`src/rtl/flow_pkg.sv`:
```
package flow_pkg;

  typedef enum logic [2:0] {
    OP_IDLE   = 3'd0,
    OP_CMP    = 3'd1,
    OP_JUMP   = 3'd2,
    OP_JCOND  = 3'd3,
    OP_JDEC   = 3'd4,
    OP_JLINK  = 3'd5,
    OP_TOLINK = 3'd6,
    OP_TOCNT  = 3'd7
  } flow_op_e;

  typedef enum logic [2:0] {
    CC_EQ = 3'd0,
    CC_GT = 3'd1,
    CC_LT = 3'd2,
    CC_LE = 3'd3,
    CC_GE = 3'd4
  } flow_cc_e;

  localparam int FLG_LT = 2;
  localparam int FLG_GT = 1;
  localparam int FLG_EQ = 0;

endpackage

```
`src/rtl/flow_compare.sv`:
```
module flow_compare
  import flow_pkg::*;
#(
  parameter int XLEN  = 32,
  parameter int IMM_W = 16
) (
  input  logic             clk,
  input  logic             rst_n,
  input  logic             upd_i,
  input  logic [XLEN-1:0]  a_i,
  input  logic [XLEN-1:0]  b_i,
  input  logic [IMM_W-1:0] imm_i,
  input  logic             use_imm_i,
  input  logic             signed_i,
  output logic [2:0]       flags_q
);

  localparam int PAD = XLEN - IMM_W;

  // Widen the immediate: sign copy for signed mode, zeros for logical mode.
  function automatic logic [XLEN-1:0] widen(input logic [IMM_W-1:0] v, input logic sgn);
    logic fill;
    fill = sgn & v[IMM_W-1];
    return {{PAD{fill}}, v};
  endfunction

  // Rank both operands: flipping the top bit turns a signed order into an unsigned one.
  function automatic logic [2:0] rank(input logic [XLEN-1:0] x, input logic [XLEN-1:0] y,
                                      input logic sgn);
    logic [XLEN-1:0] xr, yr;
    logic [2:0] r;
    xr = {x[XLEN-1] ^ sgn, x[XLEN-2:0]};
    yr = {y[XLEN-1] ^ sgn, y[XLEN-2:0]};
    r = '0;
    if (xr == yr)     r[FLG_EQ] = 1'b1;
    else if (xr < yr) r[FLG_LT] = 1'b1;
    else              r[FLG_GT] = 1'b1;
    return r;
  endfunction

  logic [XLEN-1:0] rhs;
  logic [2:0]      res;

  always_comb begin
    rhs = use_imm_i ? widen(imm_i, signed_i) : b_i;
    res = rank(a_i, rhs, signed_i);
  end

  always_ff @(posedge clk or negedge rst_n) begin
    if (!rst_n)     flags_q <= '0;
    else if (upd_i) flags_q <= res;
  end

endmodule

```
`src/rtl/flow_sprs.sv`:
```
module flow_sprs #(
  parameter int XLEN = 32
) (
  input  logic            clk,
  input  logic            rst_n,
  input  logic            cnt_we_i,
  input  logic [XLEN-1:0] cnt_wd_i,
  input  logic            lnk_we_i,
  input  logic [XLEN-1:0] lnk_wd_i,
  input  logic            dec_fire_i,
  input  logic            link_fire_i,
  input  logic [XLEN-1:0] link_val_i,
  output logic [XLEN-1:0] cnt_q,
  output logic [XLEN-1:0] lnk_q,
  output logic [XLEN-1:0] cnt_fwd,
  output logic [XLEN-1:0] lnk_fwd,
  output logic [XLEN-1:0] cnt_dec
);

  function automatic logic [XLEN-1:0] pick(input logic we, input logic [XLEN-1:0] wd,
                                           input logic [XLEN-1:0] held);
    return we ? wd : held;
  endfunction

  always_comb begin
    cnt_fwd = pick(cnt_we_i, cnt_wd_i, cnt_q);
    lnk_fwd = pick(lnk_we_i, lnk_wd_i, lnk_q);
    cnt_dec = cnt_fwd - XLEN'(1);
  end

  always_ff @(posedge clk or negedge rst_n) begin
    if (!rst_n)          cnt_q <= '0;
    else if (dec_fire_i) cnt_q <= cnt_dec;
    else if (cnt_we_i)   cnt_q <= cnt_wd_i;
  end

  always_ff @(posedge clk or negedge rst_n) begin
    if (!rst_n)           lnk_q <= '0;
    else if (link_fire_i) lnk_q <= link_val_i;
    else if (lnk_we_i)    lnk_q <= lnk_wd_i;
  end

endmodule

```
`src/rtl/flow_target.sv`:
```
module flow_target
  import flow_pkg::*;
#(
  parameter int XLEN   = 32,
  parameter int DISP_W = 16
) (
  input  logic              valid_i,
  input  logic [2:0]        op_i,
  input  logic [2:0]        cond_i,
  input  logic [XLEN-1:0]   pc_i,
  input  logic [DISP_W-1:0] disp_i,
  input  logic [2:0]        flags_i,
  input  logic [XLEN-1:0]   cnt_fwd_i,
  input  logic [XLEN-1:0]   cnt_dec_i,
  input  logic [XLEN-1:0]   lnk_fwd_i,
  output logic [XLEN-1:0]   seq_pc_o,
  output logic [XLEN-1:0]   next_pc_o,
  output logic              taken_o,
  output logic              illegal_o,
  output logic              dec_fire_o,
  output logic              link_fire_o
);

  localparam int PAD = XLEN - DISP_W;

  function automatic logic [XLEN-1:0] rel_dest(input logic [XLEN-1:0] pc,
                                               input logic [DISP_W-1:0] d);
    return pc + {{PAD{d[DISP_W-1]}}, d};
  endfunction

  function automatic logic cc_hit(input logic [2:0] f, input logic [2:0] cc);
    case (flow_cc_e'(cc))
      CC_EQ:   return f[FLG_EQ];
      CC_GT:   return f[FLG_GT];
      CC_LT:   return f[FLG_LT];
      CC_LE:   return f[FLG_LT] | f[FLG_EQ];
      CC_GE:   return f[FLG_GT] | f[FLG_EQ];
      default: return 1'b0;
    endcase
  endfunction

  flow_op_e        op;
  logic            is_rel;
  logic            go;
  logic [XLEN-1:0] dest;

  always_comb begin
    op          = flow_op_e'(op_i);
    seq_pc_o    = pc_i + XLEN'(4);
    is_rel      = (op == OP_JUMP) || (op == OP_JCOND) || (op == OP_JDEC) || (op == OP_JLINK);
    illegal_o   = valid_i && is_rel && (disp_i[1:0] != 2'b00);
    go          = valid_i && !illegal_o;
    dest        = rel_dest(pc_i, disp_i);
    taken_o     = 1'b0;
    dec_fire_o  = 1'b0;
    link_fire_o = 1'b0;
    if (go) begin
      case (op)
        OP_JUMP:   taken_o = 1'b1;
        OP_JCOND:  taken_o = cc_hit(flags_i, cond_i);
        OP_JDEC: begin
          dec_fire_o = 1'b1;
          taken_o    = (cnt_dec_i != '0);
        end
        OP_JLINK: begin
          taken_o     = 1'b1;
          link_fire_o = 1'b1;
        end
        OP_TOLINK: begin
          taken_o = 1'b1;
          dest    = lnk_fwd_i;
        end
        OP_TOCNT: begin
          taken_o = 1'b1;
          dest    = cnt_fwd_i;
        end
        default: taken_o = 1'b0;
      endcase
    end
    next_pc_o = taken_o ? dest : seq_pc_o;
  end

endmodule

```
`src/rtl/flow_ctl_unit.sv`:
```
module flow_ctl_unit
  import flow_pkg::*;
#(
  parameter int XLEN   = 32,
  parameter int DISP_W = 16,
  parameter int IMM_W  = 16
) (
  input  logic              clk,
  input  logic              rst_n,
  input  logic              valid_i,
  input  logic [2:0]        op_i,
  input  logic [2:0]        cond_i,
  input  logic [XLEN-1:0]   pc_i,
  input  logic [DISP_W-1:0] disp_i,
  input  logic [XLEN-1:0]   cmp_a_i,
  input  logic [XLEN-1:0]   cmp_b_i,
  input  logic [IMM_W-1:0]  imm_i,
  input  logic              cmp_imm_i,
  input  logic              cmp_signed_i,
  input  logic              cnt_we_i,
  input  logic [XLEN-1:0]   cnt_wd_i,
  input  logic              lnk_we_i,
  input  logic [XLEN-1:0]   lnk_wd_i,
  output logic [XLEN-1:0]   next_pc_o,
  output logic              taken_o,
  output logic              illegal_o,
  output logic [2:0]        flags_o,
  output logic [XLEN-1:0]   cnt_o,
  output logic [XLEN-1:0]   lnk_o
);

  // Named internal events, visible to the bound checker.
  logic            cmp_fire;
  logic            dec_fire;
  logic            link_fire;
  logic [XLEN-1:0] seq_pc;
  logic [XLEN-1:0] cnt_fwd;
  logic [XLEN-1:0] lnk_fwd;
  logic [XLEN-1:0] cnt_dec;

  assign cmp_fire = valid_i && (flow_op_e'(op_i) == OP_CMP);

  flow_compare #(.XLEN(XLEN), .IMM_W(IMM_W)) u_cmp (
    .clk       (clk),
    .rst_n     (rst_n),
    .upd_i     (cmp_fire),
    .a_i       (cmp_a_i),
    .b_i       (cmp_b_i),
    .imm_i     (imm_i),
    .use_imm_i (cmp_imm_i),
    .signed_i  (cmp_signed_i),
    .flags_q   (flags_o)
  );

  flow_sprs #(.XLEN(XLEN)) u_sprs (
    .clk         (clk),
    .rst_n       (rst_n),
    .cnt_we_i    (cnt_we_i),
    .cnt_wd_i    (cnt_wd_i),
    .lnk_we_i    (lnk_we_i),
    .lnk_wd_i    (lnk_wd_i),
    .dec_fire_i  (dec_fire),
    .link_fire_i (link_fire),
    .link_val_i  (seq_pc),
    .cnt_q       (cnt_o),
    .lnk_q       (lnk_o),
    .cnt_fwd     (cnt_fwd),
    .lnk_fwd     (lnk_fwd),
    .cnt_dec     (cnt_dec)
  );

  flow_target #(.XLEN(XLEN), .DISP_W(DISP_W)) u_tgt (
    .valid_i     (valid_i),
    .op_i        (op_i),
    .cond_i      (cond_i),
    .pc_i        (pc_i),
    .disp_i      (disp_i),
    .flags_i     (flags_o),
    .cnt_fwd_i   (cnt_fwd),
    .cnt_dec_i   (cnt_dec),
    .lnk_fwd_i   (lnk_fwd),
    .seq_pc_o    (seq_pc),
    .next_pc_o   (next_pc_o),
    .taken_o     (taken_o),
    .illegal_o   (illegal_o),
    .dec_fire_o  (dec_fire),
    .link_fire_o (link_fire)
  );

endmodule

```
`config.mk`:
```
export PLATFORM = sky130hd
export DESIGN_NAME = flow_ctl_unit
export DESIGN_NICKNAME = d
export VERILOG_FILES = /design/src/rtl/flow_pkg.sv /design/src/rtl/flow_compare.sv /design/src/rtl/flow_sprs.sv /design/src/rtl/flow_target.sv /design/src/rtl/flow_ctl_unit.sv
export SDC_FILE = /design/constraint.sdc
export NUM_CORES = 1
export LEC_CHECK = 0
export CAP_MARGIN = 20
export CORE_MARGIN = 2
export CORE_UTILIZATION = 35
export CTS_BUF_LIST = sky130_fd_sc_hd__clkbuf_2 sky130_fd_sc_hd__clkbuf_4 sky130_fd_sc_hd__clkbuf_8
export CTS_CLUSTER_DIAMETER = 60
export DETAILED_ROUTE_END_ITERATION = 8
export GPL_TIMING_DRIVEN = 0
export PLACE_DENSITY = 0.73
export SLEW_MARGIN = 20
export SYNTH_ARGS = -nofsm -noshare
export SYNTH_HDL_FRONTEND = slang
export SYNTH_SLANG_ARGS = --single-unit
```
`constraint.sdc`:
```
create_clock -name clk -period 11.9 [get_ports clk]
set_clock_uncertainty 0.1 [all_clocks]
set_input_delay 2.38 -clock clk [delete_from_list [all_inputs] [get_ports clk]]
set_output_delay 2.38 -clock clk [all_outputs]
set_load 0.02 [all_outputs]
```
Word level (Yosys, flattened, before mapping):

Cells that the tools add are included.

* register bits after elaboration: 67

* $add $sub $neg: 3
* magnitude comparators: 1
* eq/ne operators: 12
* multiplexer cells: 19
* bitwise gates (word level): 5
* reduce and logical (&&, ||, !) cells: 12

Operator list (number)
* 32-bit two-way mux: 7
* 32-bit one-hot mux with 2 select lines: 1
* 32-bit by 3-bit adder with 32-bit output, second input constant: 1
* 32-bit adder: 1
* 32-bit equality test: 1
* 32-bit less-than comparator: 1
* 32-bit nonzero test: 1
* 32-bit by 1-bit subtractor with 32-bit output, second input constant: 1
* 3-bit equality test, second input constant: 5
* 3-bit by 2-bit equality test with 1-bit output, second input constant: 4
* 1-bit two-way mux: 8
* 3-bit by 1-bit equality test with 1-bit output, second input constant: 2
* 1-bit one-hot mux with 5 select lines: 1
* 1-bit logical AND: 4
* 4-bit OR reduction: 1
* 3-bit zero test: 1
* 1-bit logical OR: 3
* 1-bit one-hot mux with 3 select lines: 1
* 2-bit two-way mux: 1
* 1-bit bitwise OR: 2
* 2-bit nonzero test: 1
* 1-bit XOR: 2
* 1-bit AND: 1
* 1-bit zero test: 1

Logic depth before layout (Yosys ltp):

* depth after elaboration: 10
* gate-level depth with buffers: 17
* depth with buffers taken out: 13

Hierarchy:

From an unflattened synthesis, not the netlist that was laid out.

* cells, all modules: 990
* area total of the unflattened synthesis: 8600.7 um^2

By module, submodules not included
* flow_sprs: times used 1, cells an instance 404, area an instance 4220.3 um^2, seq. area each 1601.5 um^2
* flow_target: times used 1, cells an instance 450, area an instance 3228.1 um^2, seq. area each 0.0 um^2
* flow_compare: times used 1, cells an instance 135, area an instance 1139.8 um^2, seq. area each 75.1 um^2
* flow_ctl_unit: times used 1, cells an instance 1, area an instance 12.5 um^2, seq. area each 0.0 um^2

Least setup slack after synthesis:

Ideal clock, no wire load.

* path kind: input-to-output
* start point: input port cnt_we_i
* end point: output port next_pc_o[22]
* arrival time: 6.109 ns
* slack: 3.311 ns
* cell stages on the path: 15
* path buffers: 6
* cells stage by stage: buf_6 -> buf_6 -> buf_2 -> buf_2 -> buf_2 -> mux2i_1 -> ha_1 -> o211ai_2 -> or3b_4 -> nor4_4 -> a311oi_1 -> o2111a_2 -> a21oi_4 -> buf_6 -> mux2i_1

* word-level cells in the longest chain between the ends: 6
* elaborated cells between the ends (all ways): 8
* classes of those cells: add/sub (1); mux (6); reduce/logical (1)

RTL lines
* start: declaration: RTL line flow_ctl_unit.sv:20 `input logic cnt_we_i,`
* 32-bit two-way mux
* 32-bit by 1-bit subtractor with 32-bit output: RTL line flow_sprs.sv:28 `cnt_dec = cnt_fwd - XLEN'(1);`
* 32-bit nonzero test: RTL line flow_target.sv:63 `taken_o = (cnt_dec_i != '0);`
* 1-bit one-hot mux with 3 select lines: RTL line flow_target.sv:58 `case (op)`
* 1-bit two-way mux: RTL line flow_target.sv:57 `if (go) begin`
* net taken_o: RTL line flow_ctl_unit.sv:25 `output logic taken_o,`
* 32-bit two-way mux: RTL line flow_target.sv:80 `next_pc_o = taken_o ? dest : seq_pc_o;`
* end: declaration: RTL line flow_ctl_unit.sv:24 `output logic [XLEN-1:0] next_pc_o,`

The timed path passes the listed nets, and every way through them passes these cells.

Worst setup path after layout:

* start point: input port cnt_we_i
* end point: output port next_pc_o[30]

* word-level cells in the longest chain between the ends: 6
* elaborated cells between the ends (all ways): 8
* classes of those cells: add/sub (1); mux (6); reduce/logical (1)

RTL lines (RTL line)
* 32-bit two-way mux (*)
* 32-bit by 1-bit subtractor with 32-bit output: flow_sprs.sv:28
* 32-bit nonzero test: flow_target.sv:63
* 1-bit one-hot mux with 3 select lines: flow_target.sv:58
* 1-bit two-way mux: flow_target.sv:57
* 32-bit two-way mux (*): flow_target.sv:80

Mark *: on every way between the ends. The rest lies on a longest branch, timed or not.

==> impl_metrics.tcl <==
set metrics [dict create \
    drtIter0Drc 688 \
    cts.clk_slew.worst_paths_ns 0.08 \
    synth_area_leaders "dfrtp_1 21%, mux2i_1 17%, ha_1 10%, xnor2_1 5.6%, xor2_1 4.7%" \
    cts.repair.resized 0 \
    dp_hpwl_um 26900 \
    rr_worst_depth 7 \
    grt_usage_pct 26.1 \
    timing.hold.worst.start "u_cmp.flags_q[1]" \
    yosys-top-cells-count "135 x mux2i_1, 79 x nor2_1, 67 x a21oi_1, 67 x dfrtp_1, 66 x ha_1" \
    grt_setup_unrepaired "false" \
    core_area_um2 22700 \
    tns_ns 0 \
    drcViolationCount 0 \
    grt-ovfl-total 0 \
    async_reset_ff_share_pct 100 \
    worst_path_max_delay_cell "clkdlybuf4s50_1" \
    wl_met1_um 14300 \
    finalWeightedCongestion 0.992 \
    port_buffers 302 \
    clock_latency_ns 0.38 \
    start_util_pct 35.8 \
    met3_length_um 2290 \
    post-cts-setup-buffer-count 0 \
    die_h_um 156 \
    p_per_area_nw_per_um2 87.4 \
    drtAntennaViolNets 0 \
    netlist_area_um2 8120 \
    path_delay_family "buffers and inverters" \
    rows 55 \
    dr_wl_met2_um 15300 \
    status "finished clean" \
    ys.warnings.count 0 \
    synthDominantCellAreaShare_pct 20.6 \
    cts_buffers 9 \
    syn2layout_area_growth_pct 44.5 \
    routed_via_density 5.70 \
    die-area_um2 24400 \
    cap_viol_max_count 0 \
    syn_area_per_cell_um2 8.49 \
    finalCritPeriodShare_pct 88.1 \
    max_freq_mhz 95.4 \
    ys.flop_type "dfrtp_1" \
    rrSetupSlack_ns 8.96 \
    synth_edf_count 0 \
    firstDrtPassIters 7 \
    synth_cells 957 \
    synth_most_common_cell "mux2i_1" \
    placed_cells 1545 \
    slowest_delay_ns 0.68 \
    antenna_found_initial 2 \
    crit_buf_inv 8 \
    grt_pass1_vias 8582 \
    worst_pin_slew_ns 1.06 \
    htree_levels 3 \
    postCtsHoldBufs 0 \
    ys_seq_area_share_pct 20.6 \
    die_x_um 156 \
    setup_viol 0 \
    routed_wl_um 32700 \
    final_cells 1563 \
    worstReg2RegEnd "u_sprs.cnt_q[25]" \
    cts.path.max_buffers 2 \
    yosys.area.top_type "dfrtp_1" \
    holdWs_ns 0.474 \
    hold_path_class "reg -> reg" \
    slew_headroom_pct 27.3 \
    ys_types 76 \
    hold_depth 2 \
    grt_pass1_wl_um 49000 \
    cts_root_buffer "clkbuf_8" \
    p_leak_uw 0.00483 \
    rr_startpoint "u_sprs.cnt_q[0]" \
    start_kind "input pin" \
    io_pins 306 \
    vias 8902 \
    vdd_drop_max_mv 0.0412 \
    cp.required_ns 9.42 \
    synth_nets 1229 \
    hold_viol_final 0 \
    grt_max_degree 48 \
    drive_above_1_share_pct 4.39 \
    drv_slew 0 \
    routedWlPerCell_um 20.9 \
    synth_seq_cells 67 \
    hold_end "u_cmp.flags_q[1]" \
    worstPathMaxFanout 10 \
    cts_tree "built" \
    path_cells "clkdlybuf4s50_1 -> buf_6 -> buf_6 -> buf_2 -> buf_2 -> buf_2 -> mux2i_1 -> ha_1 -> o211ai_2 -> or3b_4 -> nor4_4 -> a311oi_1 -> o2111a_2 -> a21oi_4 -> buf_6 -> mux2i_1 -> clkdlybuf4s50_1" \
    finish.net_count 1543 \
    arrival_ns 8.00 \
    period_needed_ns 10.48 \
    dr.max_layer_used "met4" \
    path_class "in -> out" \
    cp-end-kind "output port" \
    cts_sinks 67 \
]
cells by family (layout without fill, tap and decap cells):
family | count (synthesis) | count (layout) | share of synthesized area [%]
AOI/OAI and AO/OA | 234 | 234 | 18.5
and+or+nand+nor | 286 | 286 | 18.5
other | 0 | 2 | 0
adders and majority gates | 67 | 67 | 10.4
muxes | 147 | 147 | 18.3
buffers and inverters | 60 | 379 | 3.30
xor gates and xnor gates | 96 | 96 | 10.4
DFF | 67 | 67 | 20.6
cell type report:
class                           count  area [um2]
Fill cell                        2184       11000
Multi-Input combinational cell    830        6180
Timing Repair Buffer              303        3050
Sequential cell                    67        1680
Tap cell                          285         357
Buffer                             42         200
Clock buffer                        9         124
Clock inverter                      7        77.6
Inverter                           18        67.6
Antenna cell                        2        5.00
metrics by stage:
stage	area, um2	power (uW)	util, %	setup WS [ns]
final	11700	1030	51.7	1.42
after global routing	11700	1080	51.7	1.15
after CTS	11700	1020	51.6	1.47
after detailed placement	11500	811	50.7	1.49
after global placement	11500	805	50.6	1.50
after floorplan	8120	562	-	3.31
placed cells by master (no fill, tap or decap), types with 30 or more instances in the layout:
| master | synthesis | final |
|---|---|---|
| clkbuf_1 | 31 | 31 |
| mux2i_1 | 135 | 135 |
| o21ai_0 | 41 | 41 |
| ha_1 | 66 | 66 |
| xnor2_1 | 52 | 52 |
| a21oi_1 | 67 | 67 |
| nor3_1 | 30 | 30 |
| nor2_1 | 79 | 79 |
| dfrtp_1 | 67 | 67 |
| nand2_1 | 57 | 57 |
| clkdlybuf4s50_1 | 0 | 301 |
| o22ai_1 | 35 | 35 |
| xor2_1 | 44 | 44 |
worst register-to-register path: stages (launching register included):
cell	delay, ns
dfrtp_1	0.41
nor4_2	0.34
o22ai_1	0.30
or4b_1	0.71
nand2b_1	0.29
nor3_1	0.32
a21boi_0	0.27
xnor2_1	0.08
layer usage:
metal  track usage (%)  vias to the layer above
met5                 0                        -
met4              7.60                        0
met3              3.88                       50
met2              43.0                      371
met1              35.3                     4255
li1                  -                     4226
worst max-delay path by stage:
stage                     to      from  slack [ns]  cells past startpoint
2_1_floorplan  next_pc_o[22]  cnt_we_i        3.31                     15
3_3_place_gp   next_pc_o[30]  cnt_we_i        1.50                     17
3_5_place_dp   next_pc_o[30]  cnt_we_i        1.49                     17
4_1_cts        next_pc_o[30]  cnt_we_i        1.47                     17
5_1_grt         next_pc_o[7]  cnt_we_i        1.15                     17
6_report       next_pc_o[30]  cnt_we_i        1.42                     17
where the power goes:
group	switching, uW	leakage [uW]	internal, uW
sequential	23.6	0.000784	254
clock	112	0.0000998	98.3
combinational	284	0.00394	253
flip-flops by register name (all words and copies together) (netlist names):
signal / flops
u_sprs.cnt_q: 32
u_sprs.lnk_q: 32
u_cmp.flags_q: 3
No activity file was read; power rests on OpenSTA's default activity.
